File: src/rtl/pin_port_pkg.sv
package pin_port_pkg;
  localparam int WORD_W = 32;
  typedef logic [WORD_W-1:0] word_t;

  // Word addresses; the set/clear pair sits on a 4-aligned boundary.
  localparam int unsigned ADR_DIR = 0;
  localparam int unsigned ADR_PSR = 1;
  localparam int unsigned ADR_OUT = 2;
  localparam int unsigned ADR_SET = 4;
  localparam int unsigned ADR_CLR = 5;

  function automatic word_t set_bits(word_t cur, word_t mask);
    return cur | mask;
  endfunction

  function automatic word_t clr_bits(word_t cur, word_t mask);
    return cur & ~mask;
  endfunction
endpackage

File: src/rtl/pin_port_bus.sv
module pin_port_bus
  import pin_port_pkg::*;
#(
  parameter int AW = 3
) (
  input  logic          clk_i,
  input  logic          rst_i,
  input  logic          cyc_i,
  input  logic          stb_i,
  input  logic          we_i,
  input  logic [AW-1:0] adr_i,
  input  word_t         dir_i,
  input  word_t         psr_i,
  output logic          ack_o,
  output word_t         dat_o,
  output logic          ev_dir_o,
  output logic          ev_load_o,
  output logic          ev_set_o,
  output logic          ev_clr_o
);
  logic  take, wr, rd;
  logic  hit_dir, hit_psr, hit_out, hit_set, hit_clr, hit_wo, hit_none;
  word_t rd_word;

  assign take     = cyc_i & stb_i & ~ack_o;
  assign wr       = take & we_i;
  assign rd       = take & ~we_i;
  assign hit_dir  = adr_i == AW'(ADR_DIR);
  assign hit_psr  = adr_i == AW'(ADR_PSR);
  assign hit_out  = adr_i == AW'(ADR_OUT);
  assign hit_set  = adr_i == AW'(ADR_SET);
  assign hit_clr  = adr_i == AW'(ADR_CLR);
  assign hit_wo   = hit_out | hit_set | hit_clr;
  assign hit_none = ~(hit_dir | hit_psr | hit_wo);

  assign ev_dir_o  = wr & hit_dir;
  assign ev_load_o = wr & hit_out;
  assign ev_set_o  = wr & hit_set;
  assign ev_clr_o  = wr & hit_clr;

  always_comb begin
    rd_word = '0;
    if (hit_dir) rd_word = dir_i;
    else if (hit_psr) rd_word = psr_i;
  end

  always_ff @(posedge clk_i) begin
    if (rst_i) begin
      ack_o <= 1'b0;
      dat_o <= '0;
    end else begin
      ack_o <= take;
      if (rd) dat_o <= rd_word;
    end
  end


  ack_after_req_chk: assert property (@(posedge clk_i) disable iff (rst_i)
    (ack_o && !$past(rst_i)) |-> $past(cyc_i && stb_i));

  ack_once_chk: assert property (@(posedge clk_i) disable iff (rst_i)
    ack_o |=> !ack_o);

  wo_read_zero_chk: assert property (@(posedge clk_i) disable iff (rst_i)
    (rd && hit_wo) |=> dat_o == '0);

  unmapped_read_zero_chk: assert property (@(posedge clk_i) disable iff (rst_i)
    (rd && hit_none) |=> dat_o == '0);
endmodule

File: src/rtl/pin_port_sync.sv
module pin_port_sync #(
  parameter int W      = 32,
  parameter int STAGES = 2
) (
  input  logic         clk_i,
  input  logic         rst_i,
  input  logic [W-1:0] d_i,
  output logic [W-1:0] q_o
);
  logic [W-1:0] st [STAGES];

  always_ff @(posedge clk_i) begin
    if (rst_i) st[0] <= '0;
    else       st[0] <= d_i;
  end

  for (genvar k = 1; k < STAGES; k++) begin : g_stage
    always_ff @(posedge clk_i) begin
      if (rst_i) st[k] <= '0;
      else       st[k] <= st[k-1];
    end

    stage_follow_chk: assert property (@(posedge clk_i) disable iff (rst_i)
      !$past(rst_i) |-> st[k] == $past(st[k-1]));
  end

  assign q_o = st[STAGES-1];
endmodule

File: src/rtl/pin_port_latch.sv
module pin_port_latch
  import pin_port_pkg::*;
(
  input  logic  clk_i,
  input  logic  rst_i,
  input  logic  ev_load_i,
  input  logic  ev_set_i,
  input  logic  ev_clr_i,
  input  word_t dat_i,
  output word_t q_o
);
  always_ff @(posedge clk_i) begin
    if (rst_i)          q_o <= '0;
    else if (ev_load_i) q_o <= dat_i;
    else if (ev_set_i)  q_o <= set_bits(q_o, dat_i);
    else if (ev_clr_i)  q_o <= clr_bits(q_o, dat_i);
  end


  load_full_chk: assert property (@(posedge clk_i) disable iff (rst_i)
    ev_load_i |=> q_o == $past(dat_i));

  set_bits_chk: assert property (@(posedge clk_i) disable iff (rst_i)
    ev_set_i |=> ((q_o & $past(dat_i)) == $past(dat_i))
              && ((q_o & ~$past(dat_i)) == ($past(q_o) & ~$past(dat_i))));

  clr_bits_chk: assert property (@(posedge clk_i) disable iff (rst_i)
    ev_clr_i |=> ((q_o & $past(dat_i)) == '0)
              && ((q_o & ~$past(dat_i)) == ($past(q_o) & ~$past(dat_i))));

  latch_quiet_chk: assert property (@(posedge clk_i) disable iff (rst_i)
    !(ev_load_i || ev_set_i || ev_clr_i) |=> $stable(q_o));
endmodule

File: src/rtl/pin_port_wb.sv
module pin_port_wb
  import pin_port_pkg::*;
#(
  parameter int ADR_W       = 3,
  parameter int SYNC_STAGES = 2
) (
  input  logic             clk_i,
  input  logic             rst_i,
  input  logic             wb_cyc_i,
  input  logic             wb_stb_i,
  input  logic             wb_we_i,
  input  logic [ADR_W-1:0] wb_adr_i,
  input  logic [31:0]      wb_dat_i,
  output logic [31:0]      wb_dat_o,
  output logic             wb_ack_o,
  input  logic [31:0]      pin_i,
  output logic [31:0]      pin_oe_o,
  output logic [31:0]      pin_out_o,
  output logic [31:0]      wr_data_o,
  output logic             wr_pulse_o
);
  word_t dir_q, psr_w;
  logic  ev_dir, ev_load, ev_set, ev_clr;

  pin_port_bus #(.AW(ADR_W)) u_bus (
    .clk_i    (clk_i),
    .rst_i    (rst_i),
    .cyc_i    (wb_cyc_i),
    .stb_i    (wb_stb_i),
    .we_i     (wb_we_i),
    .adr_i    (wb_adr_i),
    .dir_i    (dir_q),
    .psr_i    (psr_w),
    .ack_o    (wb_ack_o),
    .dat_o    (wb_dat_o),
    .ev_dir_o (ev_dir),
    .ev_load_o(ev_load),
    .ev_set_o (ev_set),
    .ev_clr_o (ev_clr)
  );

  pin_port_sync #(.W(WORD_W), .STAGES(SYNC_STAGES)) u_sync (
    .clk_i(clk_i),
    .rst_i(rst_i),
    .d_i  (pin_i),
    .q_o  (psr_w)
  );

  pin_port_latch u_latch (
    .clk_i    (clk_i),
    .rst_i    (rst_i),
    .ev_load_i(ev_load),
    .ev_set_i (ev_set),
    .ev_clr_i (ev_clr),
    .dat_i    (wb_dat_i),
    .q_o      (pin_out_o)
  );

  always_ff @(posedge clk_i) begin
    if (rst_i) begin
      dir_q      <= '0;
      wr_pulse_o <= 1'b0;
    end else begin
      if (ev_dir) dir_q <= wb_dat_i;
      wr_pulse_o <= ev_load;
    end
  end

  assign pin_oe_o  = dir_q;
  assign wr_data_o = wb_dat_i;


  dir_reaches_oe_chk: assert property (@(posedge clk_i) disable iff (rst_i)
    ev_dir |=> pin_oe_o == $past(wb_dat_i));

  pulse_with_ack_chk: assert property (@(posedge clk_i) disable iff (rst_i)
    wr_pulse_o |-> wb_ack_o);

  pulse_single_chk: assert property (@(posedge clk_i) disable iff (rst_i)
    wr_pulse_o |=> !wr_pulse_o);
endmodule

File: config.mk
export PLATFORM = sky130hd
export DESIGN_NAME = pin_port_wb
export DESIGN_NICKNAME = d
export VERILOG_FILES = /design/src/rtl/pin_port_pkg.sv /design/src/rtl/pin_port_bus.sv /design/src/rtl/pin_port_sync.sv /design/src/rtl/pin_port_latch.sv /design/src/rtl/pin_port_wb.sv
export SDC_FILE = /design/constraint.sdc
export NUM_CORES = 1
export LEC_CHECK = 0
export CORE_MARGIN = 8
export CORE_UTILIZATION = 30
export CTS_CLUSTER_DIAMETER = 200
export DETAILED_ROUTE_END_ITERATION = 7
export GPL_ROUTABILITY_DRIVEN = 0
export SETUP_SLACK_MARGIN = 0.02
export SYNTH_ARGS = -nofsm -noshare
export SYNTH_HDL_FRONTEND = slang
export SYNTH_SLANG_ARGS = --single-unit
File: constraint.sdc
create_clock -name clk_i -period 2.1 [get_ports clk_i]
set_input_delay 0.315 -clock clk_i [delete_from_list [all_inputs] [get_ports clk_i]]
set_output_delay 0.315 -clock clk_i [all_outputs]
set_load 0.05 [all_outputs]
==> results of run 1 <==
-- synth_stat cells --
master	n	share of area, %
sky130_fd_sc_hd__dfxtp_1	162	56
sky130_fd_sc_hd__nor2b_1	65	7.0
sky130_fd_sc_hd__nand3_1	64	5.5
sky130_fd_sc_hd__clkbuf_1	34	2.2
sky130_fd_sc_hd__nor3_1	34	2.9
sky130_fd_sc_hd__nor2_1	33	2.1
sky130_fd_sc_hd__a21oi_1	32	2.8
sky130_fd_sc_hd__a221oi_1	32	4.8
sky130_fd_sc_hd__buf_4	32	4.1
sky130_fd_sc_hd__o21ai_0	32	2.8
sky130_fd_sc_hd__a32o_1	25	4.3
sky130_fd_sc_hd__buf_2	18	1.6
sky130_fd_sc_hd__a32o_2	7	1.4
sky130_fd_sc_hd__buf_6	3	0.58
sky130_fd_sc_hd__nand2_1	2	0.13
sky130_fd_sc_hd__a31oi_1	1	0.11
sky130_fd_sc_hd__and4b_1	1	0.17
sky130_fd_sc_hd__and4bb_2	1	0.22
sky130_fd_sc_hd__nand4b_1	1	0.15
sky130_fd_sc_hd__nand4bb_1	1	0.19
sky130_fd_sc_hd__nor3_4	1	0.28
sky130_fd_sc_hd__nor3b_2	1	0.22
sky130_fd_sc_hd__nor4_4	1	0.37
sky130_fd_sc_hd__or3_1	1	0.11
sky130_fd_sc_hd__xnor2_1	1	0.15
-- layer usage --
metal	wire [µm]	global-route usage [%]	vias up
li1	-	-	2378
met1	8208	18.93	2307
met2	8400	22.75	172
met3	1224	4.133	23
met4	389	5.926	0
met5	0	0	-
-- stage by stage --
| step | setup slack, ns | instance area [µm²] |
|---|---|---|
| finish | 0.08270 | 8706 |
| global route | 0.02472 | 8706 |
| CTS | 0.06410 | 8706 |
| detailed placement | 0.1334 | 8163 |
| global placement | 0.1779 | 8163 |
| floorplan | 0.4566 | 5807 |
-- logic make-up after synthesis --
logic type                synth area share (%)
AOI/OAI and AO/OA                        16.12
xor gates and xnor gates                0.1509
DFF                                      55.85
and+or+nand+nor                          19.41
buffers and inverters                    8.468
-- layout make-up --
class	count	area share, %
Clock buffer	21	5.059
Multi-Input combinational cell	336	23.99
Timing Repair Buffer	222	28.72
Sequential cell	162	37.25
Clock inverter	10	1.178
Tap cell	265	3.809
-- power by group --
group	total (mW)	switching [mW]	internal, mW
registers	3.22	0.0415	3.17
clock network	2.86	1.23	1.64
logic	0.944	0.550	0.394
-- path summary, 6_finish.rpt --
path,from,slack [ns],end
setup / recovery,pin_oe_o[1],0.08,pin_oe_o[1]
hold / removal,rst_i,0.29,u_sync.st[1][12]
setup reg to reg,u_bus.ack_o,0.61,flip-flop
hold reg to reg,u_sync.st[0][2],0.43,u_sync.st[1][2]
==> qor.txt, run 1 <==
number of cells after detailed placement: 985
average vias per placed instance: 4.803
worst clock skew: 0.01488 ns
area taken by multi-input logic gates: 2088 µm²
per-cell routed wire length: 17.94 µm
sequential element share of the synthesized area: 55.85%
overall routing resource usage: 14.69%
number of fill cells in the layout: 1810
maximum number of pins on one net before global-route repair: 61
commonest cells after routing, fill and taps aside: 168 x sky130_fd_sc_hd__clkdlybuf4s50_1, 162 x sky130_fd_sc_hd__dfxtp_1, 64 x sky130_fd_sc_hd__nand3_1, 64 x sky130_fd_sc_hd__nor2b_1, 34 x sky130_fd_sc_hd__nor3_1
post-route insts no fill: 1016
crit path max fanout: 3
Routed WL: 18.22 mm
number of flip-flops and latches in the synthesized netlist: 162
Placement Rows: 51
worst hold slack across all endpoints: 0.2881 ns
area delta synth->final: 49.92%
unrepaired setup endpoints after global routing: no
Post-Synthesis Mean Instance Area: 9.926 µm²
share of the cycle needed by the critical path after routing: 96.06%
number of remaining DRC errors: 0
fraction of the core area covered by cells at the end of the flow: 45.33%
gate family responsible for the most delay along the worst path: buffers and inverters
CP Data Arrival Time: 1.70 ns
distinct cell type count of the synthesized netlist: 25
number of cells on the worst hold path: 2
Initial Util: 30.23%
clock sink count: 162
Reg2Reg Depth: 4
total vias in the final route: 4880
final setup TNS: 0 ns
most common cell after layout, fill and taps aside: sky130_fd_sc_hd__clkdlybuf4s50_1
worst endpoint required time: 1.78 ns
CP Buf/Inv Count: 1
CTS H-tree depth: 4
count of endpoints failing setup in the final report: 0
die boundary height: 155.1 µm
final antenna-violating net count: 0
cells resized by post-CTS repair: 0
port buffer count: 201
Worst Tran Pin Value: 0.5749 ns
TritonCTS clock tree: done
syn_nets: 657
Seq. cell area: 3243 µm²
total power density per cell area: 806.7 nW/µm²
fin. max-slew vios: 0
# Post-CTS Setup Buffers: 0
diodes inserted: 0
cell count after synthesis: 585
number of iterations in the first detailed-routing pass: 5
clock latency of the later-clocked register in the worst-skew pair: 0.42 ns
LEAKAGE: 3.115 nW
CTS buffer count: 17
Tmin final: 2.017 ns
Max Cap Viol: 0
worst hold path type: input port to flip-flop
logic depth of the worst setup path including buffers: 1
Cell Chain, Critical Path: clkdlybuf4s50_1
hold violation count in the final report: 0
Setup Crit Path Kind: flip-flop to output port
deepest clock path buffer count: 2
post-layout net count: 811
Die X-Extent: 155.1 µm
Reg clk slew, reported paths: 0.06 ns
via count of the first global-routing pass: 4776
Final HPWL DP: 13.12 mm
grt total ovfl: 0
number of primary I/O pins: 202
relative slew slack: 61.55%
Peak VDD IR: 0.0005283 V
endpoint class of the critical path: output port
slowest stage cell, crit path: sky130_fd_sc_hd__clkdlybuf4s50_1
Netlist Area Pre-Place: 5807 µm²
hold buffer count at cts: 0
sort of element at the start of the critical path: flip-flop
total power draw: 7.023 mW
outcome: finished clean
maximum clock frequency: 0.4957 GHz
number of antenna violations at the first check in global routing: 0
Die Footprint: 24060 µm²
total of warnings raised by yosys: 0
Starting DRT DRC Count: 365
Core Box Area: 19210 µm²
share of cells above drive strength 1: 12.65%
first-pass GRT wire length: 27.81 mm
delay of the slowest cell on the worst path: 0.88 ns
Clock Root Buffer: sky130_fd_sc_hd__clkbuf_16
Note: power is estimated with default switching activity, not from simulation.
==> run 2, diff against run 1 <==
--- a/config.mk
+++ b/config.mk
@@ -5,9 +5,12 @@
 export SDC_FILE = /design/constraint.sdc
 export NUM_CORES = 1
 export LEC_CHECK = 0
+export ABC_AREA = 1
+export CAP_MARGIN = 5
 export CORE_MARGIN = 8
 export CORE_UTILIZATION = 30
 export CTS_CLUSTER_DIAMETER = 200
+export CTS_CLUSTER_SIZE = 28
 export DETAILED_ROUTE_END_ITERATION = 7
 export GPL_ROUTABILITY_DRIVEN = 0
 export SETUP_SLACK_MARGIN = 0.02
==> run 2 against run 1 <==
Compared with the run above:
- non-clock buffer count increased by 3
- utilization decreased by 0.90 points
- flip-flop and latch count unchanged
- combinational power increased by 6%
- critical path depth unchanged
- clock-buffer cell count decreased by 3
- worst setup slack got worse by 0.0060 ns
- die area increased by 5.2%
- routed wire length increased by 9.7%
- critical path type unchanged
- largest power group unchanged
==> qor.txt, run 2 <==
syn_nets: 831 (+26%)
Setup Crit Path Kind: flip-flop to output port
number of flip-flops and latches in the synthesized netlist: 162 (unchanged)
sequential element share of the synthesized area: 52.76% (-3.1 points)
Routed WL: 19.99 mm (+9.7%)
hold buffer count at cts: 0 (unchanged)
power dissipated by switching net loads: 2.121 mW (+17%)
cell count after synthesis: 759 (+30%)
cell with the most instances after synthesis: sky130_fd_sc_hd__dfxtp_1
worst hold slack across all endpoints: 0.2793 ns (-0.008730 ns)
count of endpoints failing setup in the final report: 0 (unchanged)
clock latency of the later-clocked register in the worst-skew pair: 0.43 ns (about the same)
simple-gate area share of the yosys netlist: 20.80% (+1.4 points)
average vias per placed instance: 4.633 (-3.5%)
share of cells above drive strength 1: 11.38% (-1.3 points)
per-cell routed wire length: 16.74 µm (-6.6%)
outcome: finished clean
total vias in the final route: 5532 (+13%)
Commonest cells post-synth: 162 x sky130_fd_sc_hd__dfxtp_1, 133 x sky130_fd_sc_hd__nor2_1, 96 x sky130_fd_sc_hd__a21oi_1
post-place setup slack: 0.1429 ns (+0.009478 ns)
number of remaining DRC errors: 0 (unchanged)
CTS buffer count: 17 (unchanged)
Clock Root Buffer: sky130_fd_sc_hd__clkbuf_16
Tmin final: 2.023 ns (+0.005988 ns)
Initial Util: 30.48% (+0.25 points)
Placement Rows: 52 (+2.0%)
via count of the first global-routing pass: 5278 (+11%)
top cell type's share of synthesized area: 52.76% (-3.1 points)
number of iterations in the first detailed-routing pass: 5 (unchanged)
port buffer count: 201 (unchanged)
CTS H-tree depth: 4 (unchanged)
relative slew slack: 58.68% (-2.9 points)
Starting DRT DRC Count: 281 (-23%)
cells resized by post-CTS repair: 0 (unchanged)
worst endpoint required time: 1.78 ns (about the same)
share of the cycle needed by the critical path after routing: 96.35% (+0.29 points)
final setup TNS: 0 ns (unchanged)
delay of the slowest cell on the worst path: 0.87 ns (about the same)
CP Buf/Inv Count: 1 (unchanged)
Cell Chain, Critical Path: clkdlybuf4s50_1
Final HPWL DP: 14.33 mm (+9.2%)
first-pass GRT wire length: 31.32 mm (+13%)
sort of element at the start of the critical path: flip-flop
gate family responsible for the most delay along the worst path: buffers and inverters
Die X-Extent: 159.1 µm (+2.6%)
maximum clock frequency: 0.4942 GHz (-0.30%)
fin. max-slew vios: 0 (unchanged)
number of synthesized flops with an enable pin: 0 (unchanged)
Seq pwr share: 44.0% (-1.8 points)
unrepaired setup endpoints after global routing: no
fraction of the mapped netlist area in compound gates: 13.17% (-2.9 points)
Netlist Area Pre-Place: 6147 µm² (+5.9%)
internal portion of total power: 5.189 mW (-0.27%)
deepest clock path buffer count: 2 (unchanged)
final antenna-violating net count: 0 (unchanged)
largest area contributor in the netlist: sky130_fd_sc_hd__dfxtp_1
most common cell after layout, fill and taps aside: sky130_fd_sc_hd__clkdlybuf4s50_1
post-route insts no fill: 1194 (+18%)
CP Data Arrival Time: 1.71 ns (about the same)
total of warnings raised by yosys: 0 (unchanged)
post-layout net count: 982 (+21%)
number of primary I/O pins: 202 (unchanged)
TritonCTS clock tree: done
clock sink count: 162 (unchanged)
slowest stage cell, crit path: sky130_fd_sc_hd__clkdlybuf4s50_1
fraction of the mapped netlist area in adder cells: 0% (unchanged)
proportion of total power due to net switching: 29.02% (+3.1 points)
share of cell area taken by muxes after synthesis: 0% (unchanged)
number of fill cells in the layout: 1995 (+10%)
LEAKAGE: 3.428 nW (+10%)
total power density per cell area: 815.8 nW/µm² (+1.1%)
leading post-synthesis cells by cell area: sky130_fd_sc_hd__dfxtp_1 53%, sky130_fd_sc_hd__nor2_1 8.1%, sky130_fd_sc_hd__a21oi_1 7.8%, sky130_fd_sc_hd__nand4_1 6.5%, sky130_fd_sc_hd__nand3_1 5.2%
Die Footprint: 25330 µm² (+5.2%)
area delta synth->final: 45.78%
maximum number of pins on one net before global-route repair: 66 (+8.2%)
worst hold path type: input port to flip-flop
distinct cell type count of the synthesized netlist: 22 (-12%)
crit path max fanout: 3 (unchanged)
fraction of power consumed by combinational cells: 13.7% (+0.3 points)
share of synthesized flip-flops with an asynchronous set or reset: 0% (unchanged)
clock network fraction of total power: 42.3% (+1.5 points)
Worst Tran Pin Value: 0.6178 ns (+0.04292 ns)
largest family of logic cells by synthesized area: simple AND/OR/NAND/NOR gates
# Post-CTS Setup Buffers: 0 (unchanged)
endpoint class of the critical path: output port
number of antenna violations at the first check in global routing: 1 (+1)
least setup slack across all paths after layout: 0.07671 ns (-0.005988 ns)
Max Cap Viol: 0 (unchanged)
worst clock skew: 0.006090 ns (-0.008787 ns)
grt total ovfl: 0 (unchanged)
die boundary height: 159.1 µm (+2.6%)
synthesized-area fraction occupied by xor and xnor cells: 0% (-0.15 points)
number of cells after detailed placement: 1161 (+18%)
Synth Flop Type: sky130_fd_sc_hd__dfxtp_1
hold violation count in the final report: 0 (unchanged)
Core Box Area: 20170 µm² (+5.0%)
overall routing resource usage: 15.54% (+0.86 points)
Peak VDD IR: 0.0005527 V (+4.6%)
Post-Synthesis Mean Instance Area: 8.099 µm² (-18%)
commonest cells after routing, fill and taps aside: 166 x sky130_fd_sc_hd__clkdlybuf4s50_1, 162 x sky130_fd_sc_hd__dfxtp_1, 131 x sky130_fd_sc_hd__nor2_1
Reg clk slew, reported paths: 0.07 ns (about the same)
-- run 2: power groups by stage --
stage,sequential (mW),combinational [mW],clock [mW]
6_report,3.22,1.00,3.09
5_1_grt,3.23,1.07,3.30
4_1_cts,3.22,1.01,3.15
3_5_place_dp,3.29,1.01,0
3_3_place_gp,3.29,1.00,0
2_1_floorplan,3.43,0.424,0
-- run 2: worst paths after layout --
path,slack [ns],cells past startpoint,endpoint,startpoint
max,0.08,1,pin_oe_o[16],pin_oe_o[16]
min,0.28,2,u_sync.st[0][31],rst_i
max reg2reg,0.58,7,pin_oe_o[13],u_bus.ack_o
min reg2reg,0.40,2,u_sync.st[1][20],u_sync.st[0][20]
-- run 2: per-stage QoR --
stage,power [mW],cell area [µm²],util (%)
finish,7.310,8961,44.43
global route,7.596,8961,44.43
CTS,7.380,8959,44.42
detailed placement,4.294,8358,41.44
global placement,4.291,8358,41.44
floorplan,3.858,6147,-
-- run 2: layer usage --
| metal | wire (µm) | GRT usage, % | vias to the layer above |
|---|---|---|---|
| met5 | 0 | 0 | - |
| met4 | 402 | 6.089 | 0 |
| met3 | 1440 | 5.171 | 27 |
| met2 | 9392 | 24.71 | 200 |
| met1 | 8756 | 19.11 | 2504 |
| li1 | - | - | 2801 |
-- run 2: logic make-up after synthesis --
kind of cell | Yosys count
AO/OA/AOI/OAI | 161
buffers and inverters | 165
flip-flops | 162
AND/OR/NAND/NOR | 271
-- run 2: area by class of cell --
cell class                      count  area, µm²  share of cell area [%]
Antenna cell                        1      2.502                 0.02793
Clock buffer                       18      439.2                   4.901
Clock inverter                     14      161.4                   1.801
Inverter                           72      271.5                   3.030
Multi-Input combinational cell    432       2106                   23.50
Sequential cell                   162       3243                   36.19
Tap cell                          270      337.8                   3.770
Timing Repair Buffer              225       2400                   26.78
==> run 3, diff against run 2 <==
--- a/config.mk
+++ b/config.mk
@@ -12,6 +12,7 @@
 export CTS_CLUSTER_DIAMETER = 200
 export CTS_CLUSTER_SIZE = 28
 export DETAILED_ROUTE_END_ITERATION = 7
+export DONT_BUFFER_PORTS = 1
 export GPL_ROUTABILITY_DRIVEN = 0
 export SETUP_SLACK_MARGIN = 0.02
 export SYNTH_ARGS = -nofsm -noshare
==> run 3 against run 2 <==
Compared with the run above:
- worst setup slack gained 0.26 ns
- non-clock buffer count shrank 179
- utilization shrank 9.5 points
- maximum frequency grew 15%
- flip-flop and latch count is the same
- die area is the same
- clock power grew 4%
- global-route usage shrank 0.77 points
==> qor.txt, run 3 (synthesized netlist as in run 2, its figures left out) <==
per-cell routed wire length: 18.86 µm (+13%)
Starting DRT DRC Count: 344 (+22%)
TritonCTS clock tree: done
worst endpoint required time: 2.42 ns (+0.64 ns)
least setup slack across all paths after layout: 0.3415 ns (+0.2647 ns)
average vias per placed instance: 4.950 (+6.8%)
proportion of total power due to net switching: 27.68% (-1.3 points)
via count of the first global-routing pass: 4788 (-9.3%)
number of iterations in the first detailed-routing pass: 5 (unchanged)
die boundary height: 159.1 µm (unchanged)
endpoint class of the critical path: flip-flop
fraction of power consumed by combinational cells: 5.3% (-8.4 points)
area of placed instances: 6073 µm² (-27%)
CTS buffer count: 17 (unchanged)
sort of element at the start of the critical path: flip-flop
# Post-CTS Setup Buffers: 0 (unchanged)
post-place setup slack: 0.2610 ns (+0.1180 ns)
crit path max fanout: 32 (+29)
grt total ovfl: 0 (unchanged)
Worst Tran Pin Value: 0.6741 ns (+0.05626 ns)
diodes inserted: 0 (-1)
number of remaining DRC errors: 0 (unchanged)
clock latency of the later-clocked register in the worst-skew pair: 0.43 ns (about the same)
Routed WL: 19.12 mm (-4.4%)
Initial Util: 30.48% (unchanged)
power dissipated by switching net loads: 1.924 mW (-9.3%)
Peak VDD IR: 0.0004779 V (-14%)
Placement Rows: 52 (unchanged)
outcome: finished clean
commonest cells after routing, fill and taps aside: 162 x sky130_fd_sc_hd__dfxtp_1, 131 x sky130_fd_sc_hd__nor2_1, 96 x sky130_fd_sc_hd__a21oi_1
maximum number of pins on one net before global-route repair: 94 (+42%)
most common cell after layout, fill and taps aside: sky130_fd_sc_hd__dfxtp_1
total vias in the final route: 5019 (-9.3%)
CP Data Arrival Time: 2.08 ns (+0.37 ns)
worst clock skew: 0.01567 ns (+0.009578 ns)
LEAKAGE: 2.669 nW (-22%)
share of the cycle needed by the critical path after routing: 83.74% (-13 points)
post-route design area: 7041 µm² (-21%)
Die X-Extent: 159.1 µm (unchanged)
hold violation count in the final report: 0 (unchanged)
total power density per cell area: 987.1 nW/µm² (+21%)
first-pass GRT wire length: 29.34 mm (-6.3%)
count of endpoints failing setup in the final report: 0 (unchanged)
Clock Root Buffer: sky130_fd_sc_hd__clkbuf_16
post-layout net count: 803 (-18%)
cells resized by post-CTS repair: 0 (unchanged)
deepest clock path buffer count: 2 (unchanged)
number of primary I/O pins: 202 (unchanged)
Final HPWL DP: 12.69 mm (-11%)
internal portion of total power: 5.026 mW (-3.1%)
maximum clock frequency: 0.5687 GHz (+15%)
final setup TNS: 0 ns (unchanged)
clock network fraction of total power: 46.0% (+3.7 points)
port buffer count: 0 (-100%)
number of antenna violations at the first check in global routing: 0 (-1)
CTS H-tree depth: 4 (unchanged)
overall routing resource usage: 14.77% (-0.77 points)
final antenna-violating net count: 0 (unchanged)
Die Footprint: 25330 µm² (unchanged)
worst hold path type: input port to flip-flop
share of cells above drive strength 1: 8.065% (-3.3 points)
unrepaired setup endpoints after global routing: no
fin. max-slew vios: 0 (unchanged)
Max Cap Viol: 0 (unchanged)
area delta synth->final: 14.53%
Seq pwr share: 48.7% (+4.7 points)
Setup Crit Path Kind: flip-flop to flip-flop
total power draw: 6.950 mW (-4.9%)
Core Box Area: 20170 µm² (unchanged)
relative slew slack: 55.00% (-3.7 points)
Tmin final: 1.759 ns (-0.2647 ns)
hold buffer count at cts: 33 (+33)
clock sink count: 162 (unchanged)
Reg clk slew, reported paths: 0.07 ns (about the same)
## run 3: changes by cell type in the layout (fill, tap and decap cells not counted), moves of 2 or more
cell / previous run / this run
sky130_fd_sc_hd__inv_8: 7 / 3
sky130_fd_sc_hd__buf_2: 2 / 0
sky130_fd_sc_hd__clkdlybuf4s50_1: 166 / 0
sky130_fd_sc_hd__buf_4: 33 / 11
sky130_fd_sc_hd__clkinv_8: 3 / 5
sky130_fd_sc_hd__buf_12: 24 / 2
sky130_fd_sc_hd__dlygate4sd3_1: 0 / 32
## run 3: worst paths after layout
path,startpoint,to,slack [ns],cells after the start
hold / removal,pin_i[7],u_sync.st[0][7],0.02,2
setup / recovery,u_bus.ack_o,pin_oe_o[14],0.34,7
hold reg to reg,u_sync.st[0][6],u_sync.st[1][6],0.40,2
setup reg to reg,u_bus.ack_o,pin_oe_o[14],0.34,7
## run 3: power by group through the flow
stage / Combinational, mW / Sequential (mW) / Clock [mW]
2_1_floorplan: 0.424 / 3.43 / 0
3_3_place_gp: 0.288 / 3.46 / 0
3_5_place_dp: 0.290 / 3.46 / 0
4_1_cts: 0.370 / 3.38 / 3.27
5_1_grt: 0.414 / 3.39 / 3.42
6_report: 0.371 / 3.38 / 3.20
## run 3: final cells by class
type                       instances  area (µm²)
clock buffer                      17       425.4
clock inverter                    15       193.9
fill                            2122       13130
inverter                          72       271.5
multi-input combinational        432        2098
sequential                       162        3243
tap                              270       337.8
timing repair buffer              46       470.5
## run 3: per-layer routing
metal	vias to the layer above	part of all wire, %	GRT usage (%)
met2	204	46	23.78
met4	0	2.7	6.046
met3	37	11	7.161
met1	2336	40	16.47
li1	2442	-	-
met5	-	0	0
## run 3: metrics by stage
step	cells	utilization [%]	hold slack (ns)
4_1_cts	1014	34.91	0.007228
2_1_floorplan	759	-	0.3883
5_1_grt	1014	34.91	0.01790
3_5_place_dp	949	30.11	0.3921
6_report	1014	34.91	0.02431
3_3_place_gp	949	30.11	0.3898
## run 3: worst max-delay path, cell delays in order, from the launching register on
cell and delay, ns:
sky130_fd_sc_hd__dfxtp_1 0.33, sky130_fd_sc_hd__inv_1 0.05, sky130_fd_sc_hd__nand3_2 0.11, sky130_fd_sc_hd__nor2_4 0.09, sky130_fd_sc_hd__nand2_2 0.28, sky130_fd_sc_hd__clkinv_2 0.48, sky130_fd_sc_hd__nor2_1 0.23, sky130_fd_sc_hd__nor2_1 0.07
